File: src/rtl/pipe_hz_pkg.sv
package pipe_hz_pkg;
  typedef enum logic [1:0] {
    FWD_RF  = 2'd0,
    FWD_WB  = 2'd1,
    FWD_MEM = 2'd2
  } fwd_sel_e;
endpackage

File: src/rtl/hz_fwd_sel.sv
module hz_fwd_sel
  import pipe_hz_pkg::*;
#(
  parameter int REG_AW = 5
) (
  input  logic              clk_i,
  input  logic              rst_ni,
  input  logic [REG_AW-1:0] rs_i,
  input  logic              use_i,
  input  logic [REG_AW-1:0] mem_rd_i,
  input  logic              mem_we_i,
  input  logic              mem_ld_i,
  input  logic [REG_AW-1:0] wb_rd_i,
  input  logic              wb_we_i,
  output logic [1:0]        sel_o
);
  logic rs_live;
  logic hit_mem, hit_wb;

  assign rs_live = use_i && (rs_i != '0);
  // load data is not ready in MEM; only ALU results bypass from there
  assign hit_mem = rs_live && mem_we_i && !mem_ld_i && (mem_rd_i == rs_i);
  assign hit_wb  = rs_live && wb_we_i && (wb_rd_i == rs_i);

  always_comb begin
    sel_o = FWD_RF;
    if (hit_mem)     sel_o = FWD_MEM;
    else if (hit_wb) sel_o = FWD_WB;
  end

  assert_r0_no_fwd_R4: assert property (@(posedge clk_i) disable iff (!rst_ni)
    (rs_i == '0) |-> (sel_o == FWD_RF));
  assert_mem_src_alu_R1: assert property (@(posedge clk_i) disable iff (!rst_ni)
    (sel_o == FWD_MEM) |-> (mem_we_i && !mem_ld_i && mem_rd_i == rs_i));
  assert_wb_src_valid_R2: assert property (@(posedge clk_i) disable iff (!rst_ni)
    (sel_o == FWD_WB) |-> (wb_we_i && wb_rd_i == rs_i));
endmodule

File: src/rtl/hz_stall_unit.sv
module hz_stall_unit #(
  parameter int REG_AW = 5
) (
  input  logic              clk_i,
  input  logic              rst_ni,
  input  logic [REG_AW-1:0] id_rs1_i,
  input  logic [REG_AW-1:0] id_rs2_i,
  input  logic              id_use_rs1_i,
  input  logic              id_use_rs2_i,
  input  logic              id_branch_i,
  input  logic [REG_AW-1:0] ex_rd_i,
  input  logic              ex_we_i,
  input  logic              ex_load_i,
  input  logic [REG_AW-1:0] mem_rd_i,
  input  logic              mem_we_i,
  input  logic              mem_load_i,
  output logic              stall_o
);
  logic ex_dst_live, mem_ld_live;
  logic id_reads_ex, id_reads_mem;
  logic load_use, branch_wait;

  assign ex_dst_live = ex_we_i && (ex_rd_i != '0);
  assign mem_ld_live = mem_we_i && mem_load_i && (mem_rd_i != '0);

  assign id_reads_ex  = (id_use_rs1_i && id_rs1_i == ex_rd_i) ||
                        (id_use_rs2_i && id_rs2_i == ex_rd_i);
  assign id_reads_mem = (id_use_rs1_i && id_rs1_i == mem_rd_i) ||
                        (id_use_rs2_i && id_rs2_i == mem_rd_i);

  assign load_use    = ex_dst_live && ex_load_i && id_reads_ex;
  // compare sits in ID: wait on any EX producer, and on a load still in MEM
  assign branch_wait = id_branch_i &&
                       ((ex_dst_live && id_reads_ex) || (mem_ld_live && id_reads_mem));
  assign stall_o     = load_use || branch_wait;

  assert_unused_ops_R10: assert property (@(posedge clk_i) disable iff (!rst_ni)
    (!id_use_rs1_i && !id_use_rs2_i) |-> !stall_o);
  assert_nonbranch_only_ld_R6: assert property (@(posedge clk_i) disable iff (!rst_ni)
    (stall_o && !id_branch_i) |-> (ex_load_i && ex_we_i));
  assert_r0_no_stall_R4: assert property (@(posedge clk_i) disable iff (!rst_ni)
    (ex_rd_i == '0 && mem_rd_i == '0) |-> !stall_o);
endmodule

File: src/rtl/hz_flow_ctrl.sv
module hz_flow_ctrl (
  input  logic clk_i,
  input  logic rst_ni,
  input  logic stall_i,
  input  logic id_branch_i,
  input  logic id_taken_i,
  output logic pc_hold_o,
  output logic ifid_hold_o,
  output logic idex_bubble_o,
  output logic ifid_squash_o
);
  assign pc_hold_o     = stall_i;
  assign ifid_hold_o   = stall_i;
  assign idex_bubble_o = stall_i;
  // a stalled branch has not resolved yet; never squash under a hold
  assign ifid_squash_o = id_branch_i && id_taken_i && !stall_i;

  assert_squash_free_R8: assert property (@(posedge clk_i) disable iff (!rst_ni)
    ifid_squash_o |-> (!pc_hold_o && !ifid_hold_o && id_branch_i && id_taken_i));
endmodule

File: src/rtl/pipe_hazard_ctrl.sv
module pipe_hazard_ctrl
  import pipe_hz_pkg::*;
#(
  parameter int REG_AW = 5
) (
  input  logic              clk_i,
  input  logic              rst_ni,
  input  logic [REG_AW-1:0] id_rs1_i,
  input  logic [REG_AW-1:0] id_rs2_i,
  input  logic              id_use_rs1_i,
  input  logic              id_use_rs2_i,
  input  logic              id_branch_i,
  input  logic              id_taken_i,
  input  logic [REG_AW-1:0] ex_rs1_i,
  input  logic [REG_AW-1:0] ex_rs2_i,
  input  logic [REG_AW-1:0] ex_rd_i,
  input  logic              ex_we_i,
  input  logic              ex_load_i,
  input  logic [REG_AW-1:0] mem_rd_i,
  input  logic              mem_we_i,
  input  logic              mem_load_i,
  input  logic [REG_AW-1:0] wb_rd_i,
  input  logic              wb_we_i,
  output logic [1:0]        ex_fwd_a_o,
  output logic [1:0]        ex_fwd_b_o,
  output logic [1:0]        id_fwd_a_o,
  output logic [1:0]        id_fwd_b_o,
  output logic              pc_hold_o,
  output logic              ifid_hold_o,
  output logic              idex_bubble_o,
  output logic              ifid_squash_o
);
  localparam int NOPS = 4;

  logic [REG_AW-1:0] op_rs  [NOPS];
  logic              op_use [NOPS];
  logic [1:0]        op_sel [NOPS];
  logic              stall;

  assign op_rs[0] = ex_rs1_i;  assign op_use[0] = 1'b1;
  assign op_rs[1] = ex_rs2_i;  assign op_use[1] = 1'b1;
  assign op_rs[2] = id_rs1_i;  assign op_use[2] = id_use_rs1_i;
  assign op_rs[3] = id_rs2_i;  assign op_use[3] = id_use_rs2_i;

  for (genvar i = 0; i < NOPS; i++) begin : g_op
    hz_fwd_sel #(.REG_AW(REG_AW)) u_sel (
      .clk_i   (clk_i),
      .rst_ni  (rst_ni),
      .rs_i    (op_rs[i]),
      .use_i   (op_use[i]),
      .mem_rd_i(mem_rd_i),
      .mem_we_i(mem_we_i),
      .mem_ld_i(mem_load_i),
      .wb_rd_i (wb_rd_i),
      .wb_we_i (wb_we_i),
      .sel_o   (op_sel[i])
    );
  end

  assign ex_fwd_a_o = op_sel[0];
  assign ex_fwd_b_o = op_sel[1];
  assign id_fwd_a_o = op_sel[2];
  assign id_fwd_b_o = op_sel[3];

  hz_stall_unit #(.REG_AW(REG_AW)) u_stall (
    .clk_i       (clk_i),
    .rst_ni      (rst_ni),
    .id_rs1_i    (id_rs1_i),
    .id_rs2_i    (id_rs2_i),
    .id_use_rs1_i(id_use_rs1_i),
    .id_use_rs2_i(id_use_rs2_i),
    .id_branch_i (id_branch_i),
    .ex_rd_i     (ex_rd_i),
    .ex_we_i     (ex_we_i),
    .ex_load_i   (ex_load_i),
    .mem_rd_i    (mem_rd_i),
    .mem_we_i    (mem_we_i),
    .mem_load_i  (mem_load_i),
    .stall_o     (stall)
  );

  hz_flow_ctrl u_flow (
    .clk_i        (clk_i),
    .rst_ni       (rst_ni),
    .stall_i      (stall),
    .id_branch_i  (id_branch_i),
    .id_taken_i   (id_taken_i),
    .pc_hold_o    (pc_hold_o),
    .ifid_hold_o  (ifid_hold_o),
    .idex_bubble_o(idex_bubble_o),
    .ifid_squash_o(ifid_squash_o)
  );

  assert_hold_bubble_same_R5: assert property (@(posedge clk_i) disable iff (!rst_ni)
    ($countones({pc_hold_o, ifid_hold_o, idex_bubble_o}) == 0) ||
    ($countones({pc_hold_o, ifid_hold_o, idex_bubble_o}) == 3));
  assert_no_mem_fwd_of_load_R7: assert property (@(posedge clk_i) disable iff (!rst_ni)
    mem_load_i |-> (ex_fwd_a_o != FWD_MEM && ex_fwd_b_o != FWD_MEM &&
                    id_fwd_a_o != FWD_MEM && id_fwd_b_o != FWD_MEM));
endmodule

File: config.mk
export PLATFORM = sky130hd
export DESIGN_NAME = pipe_hazard_ctrl
export DESIGN_NICKNAME = d
export VERILOG_FILES = /design/src/rtl/pipe_hz_pkg.sv /design/src/rtl/hz_fwd_sel.sv /design/src/rtl/hz_stall_unit.sv /design/src/rtl/hz_flow_ctrl.sv /design/src/rtl/pipe_hazard_ctrl.sv
export SDC_FILE = /design/constraint.sdc
export NUM_CORES = 1
export LEC_CHECK = 0
export ABC_AREA = 1
export BUFFER_PORTS_ARGS = -buffer_cell sky130_fd_sc_hd__clkbuf_2
export CORE_MARGIN = 4
export CORE_UTILIZATION = 30
export DETAILED_ROUTE_END_ITERATION = 10
export GPL_TIMING_DRIVEN = 1
export PLACE_DENSITY = 0.63
export SYNTH_ARGS = -nofsm -noshare
export SYNTH_HDL_FRONTEND = slang
export SYNTH_SLANG_ARGS = --single-unit
File: constraint.sdc
create_clock -name vclk -period 0.9
set_input_delay 0.09 -clock vclk [all_inputs]
set_output_delay 0.09 -clock vclk [all_outputs]
set_load 0.005 [all_outputs]
==> impl_metrics.py <==
metrics = {
    "layout": {
        "diodes": 0,
        "multiInputGateArea_sq_um": 989.7,
        "clkbuf_count": 0,
        "layout.nets": 328,
        "drive_above_1_share": 0.5714,
        "final_util": 0.6398,
        "nFlopsAndLatches": 0,
        "fin_area_sq_um": 1953,
        "area_delta_synth_final_pct": 104.3,
        "fill_cells": 284,
        "seqCellArea_sq_um": 0,
        "final_cells": 324,
    },
    "cts": {
        "cts_hold_buf": 0,
    },
    "drt": {
        "drc": 0,
        "wl_um": 4113,
        "drt_iter0_markers": 45,
        "via_count": 1584,
        "drtPass1Iterations": 4,
        "wl_per_cell_um": 12.69,
        "ant_nets": 0,
        "routed_via_density": 4.889,
    },
    "setup_path": {
        "critPathKind": "input pin to primary output",
        "cp.arrival_ns": 0.98,
        "cp.required_ns": 0.81,
        "slowest_stage": "nor3_2",
        "path_buf_inv": 3,
        "end_kind": "primary output",
        "crit_path_max_fanout": 4,
        "cp_num_cells": 10,
        "worst_setup_path_start_kind": "input pin",
        "path_cells": "clkbuf_2, inv_2, nor2_1, nor3_2, nand3_1, nand2_1, nand2_1, nand2_2, nor2_2, clkbuf_2",
        "critPathTopFamily": "simple AND/OR/NAND/NOR gates",
        "cp_slowest_stage_delay_ns": 0.19,
    },
    "job": {
        "maxCapViolCount": 0,
    },
    "timing": {
        "worst_slack_ns": -0.1675,
        "slew_violations": 0,
        "setup_viol": 12,
        "hold_violations": 0,
        "period_needed_ns": 1.067,
        "final.period_utilization": 1.186,
        "tns_ns": -1.417,
        "fmax_mhz": 936.8,
        "grt_setup_unrepaired": "true",
        "timing.hold.ws_ns": 0.4660,
        "relSlewSlack": 0.8607,
        "worst_slew_pin_slew_ns": 0.2082,
    },
    "logic_synthesis": {
        "syn_inst": 200,
        "yosysMostFrequentCell": "nand2_1",
        "synth.area.top_cells": "nand2_1 24%, inv_1 13%, nor2_1 10%",
        "syn_avg_cell_area_sq_um": 4.780,
        "synthDistinctLibCells": 22,
        "ys_seq_area_frac": 0,
        "syn_area_sq_um": 955.9,
        "yosysTopAreaCell": "nand2_1",
        "yosysWarnings": 0,
        "netlist.area_leader.share": 0.2435,
        "syn_nets": 246,
        "ys_top_cells_by_count": "62 x nand2_1, 32 x inv_1, 26 x nor2_1",
    },
    "floorplanning": {
        "io_pins": 58,
        "fp.coreArea_sq_um": 3053,
        "initial_core_util": 0.3131,
        "die_h_um": 64.45,
        "die_w_um": 64.45,
        "die_area_sq_um": 4154,
        "rows": 20,
    },
    "run_status": {
        "status": "finished, violations left",
        "violations": "setup timing",
    },
    "worst_hold_path": {
        "holdPathEnd": "ifid_squash_o",
        "min_path_cells": 4,
        "min_from": "id_taken_i",
        "worstHoldPathType": "input pin to primary output",
    },
    "global_routing": {
        "grt_max_degree": 8,
        "grt_pass1_wl_um": 6099,
        "antenna_found_initial": 0,
        "grt_pass1_vias": 1422,
        "grt_overflow": 0,
        "grt_use_total": 0.1744,
    },
    "power": {
        "p_per_area_nw_per_um2": 442.4,
        "power.total_uw": 864.0,
        "p_leak_nw": 1.021,
        "vdd_drop_max_mv": 0.1559,
    },
    "place": {
        "io_buffers": 56,
        "finalWeightedCongestion": 0.9773,
        "place_ws_ns": -0.2158,
        "dp_cells": 319,
        "post_dp_cell_area_sq_um": 1439,
        "hpwl_um": 3027,
    },
}
-- worst min-delay path, stage by stage --
cell and delay [ns]:
clkbuf_2 0.08, nand2_1 0.07, nor2_2 0.04, clkbuf_2 0.10
-- metal layers --
metal,global-route usage,up-vias,routed length (um)
li1,-,802,-
met1,0.2240,716,1742
met2,0.3106,58,2047
met3,0.02600,8,256
met4,0.02902,0,65
met5,0,-,0
-- cell type report --
| class | instances | area share |
|---|---|---|
| multi-input cells | 158 | 0.5067 |
| well taps | 44 | 0.02819 |
| repair buffers | 88 | 0.3818 |
| inverters | 34 | 0.08328 |
-- how the worst max path moves through the flow --
stage,start,end,slack [ns]
global placement,id_rs2_i[0],ifid_squash_o,-0.21
detailed placement,mem_rd_i[0],ifid_squash_o,-0.22
finish,ex_rd_i[2],ifid_squash_o,-0.17
global route,mem_rd_i[3],ifid_squash_o,-0.27
CTS,mem_rd_i[1],ifid_squash_o,-0.18
floorplan,mem_rd_i[1],ifid_hold_o,-0.04
-- power by group --
part           switching, mW  internal (mW)  leakage [nW]
registers                  0              0             0
clock network              0              0             0
logic                  0.424          0.440          1.02
-- repair_timing --
action	in CTS	in global routing
setup buffers	2	3
gates resized for setup	58	95
pin swaps	23	38
endpoints found under the setup margin	12	12
-- layout by cell type, fill, tap and decap left out, types with 3 or more instances in the layout --
| cell type | Yosys | layout |
|---|---|---|
| buf_4 | 6 | 29 |
| clkbuf_2 | 1 | 27 |
| clkbuf_4 | 0 | 3 |
| inv_4 | 0 | 10 |
| nand3_1 | 10 | 7 |
| nand2_1 | 62 | 45 |
| nand2_2 | 1 | 16 |
| nor3_2 | 1 | 11 |
| nand4_1 | 11 | 11 |
| nor2_2 | 1 | 7 |
| inv_2 | 2 | 8 |
| buf_6 | 0 | 14 |
| xor2_1 | 10 | 8 |
| o22ai_1 | 3 | 3 |
| nand3_2 | 0 | 3 |
| buf_2 | 1 | 5 |
| buf_8 | 0 | 3 |
| nor3_1 | 13 | 3 |
| clkbuf_16 | 0 | 3 |
| inv_1 | 32 | 14 |
| a21oi_1 | 6 | 4 |
| o21ai_0 | 4 | 3 |
| nor2_1 | 26 | 18 |
-- logic make-up after synthesis --
logic type / count (synthesis) / synth area share
compound gates: 18 / 0.1152
simple gates: 127 / 0.5746
xor+xnor: 13 / 0.1191
buf+inv: 42 / 0.1911
No activity file was read; power rests on OpenSTA's default activity.
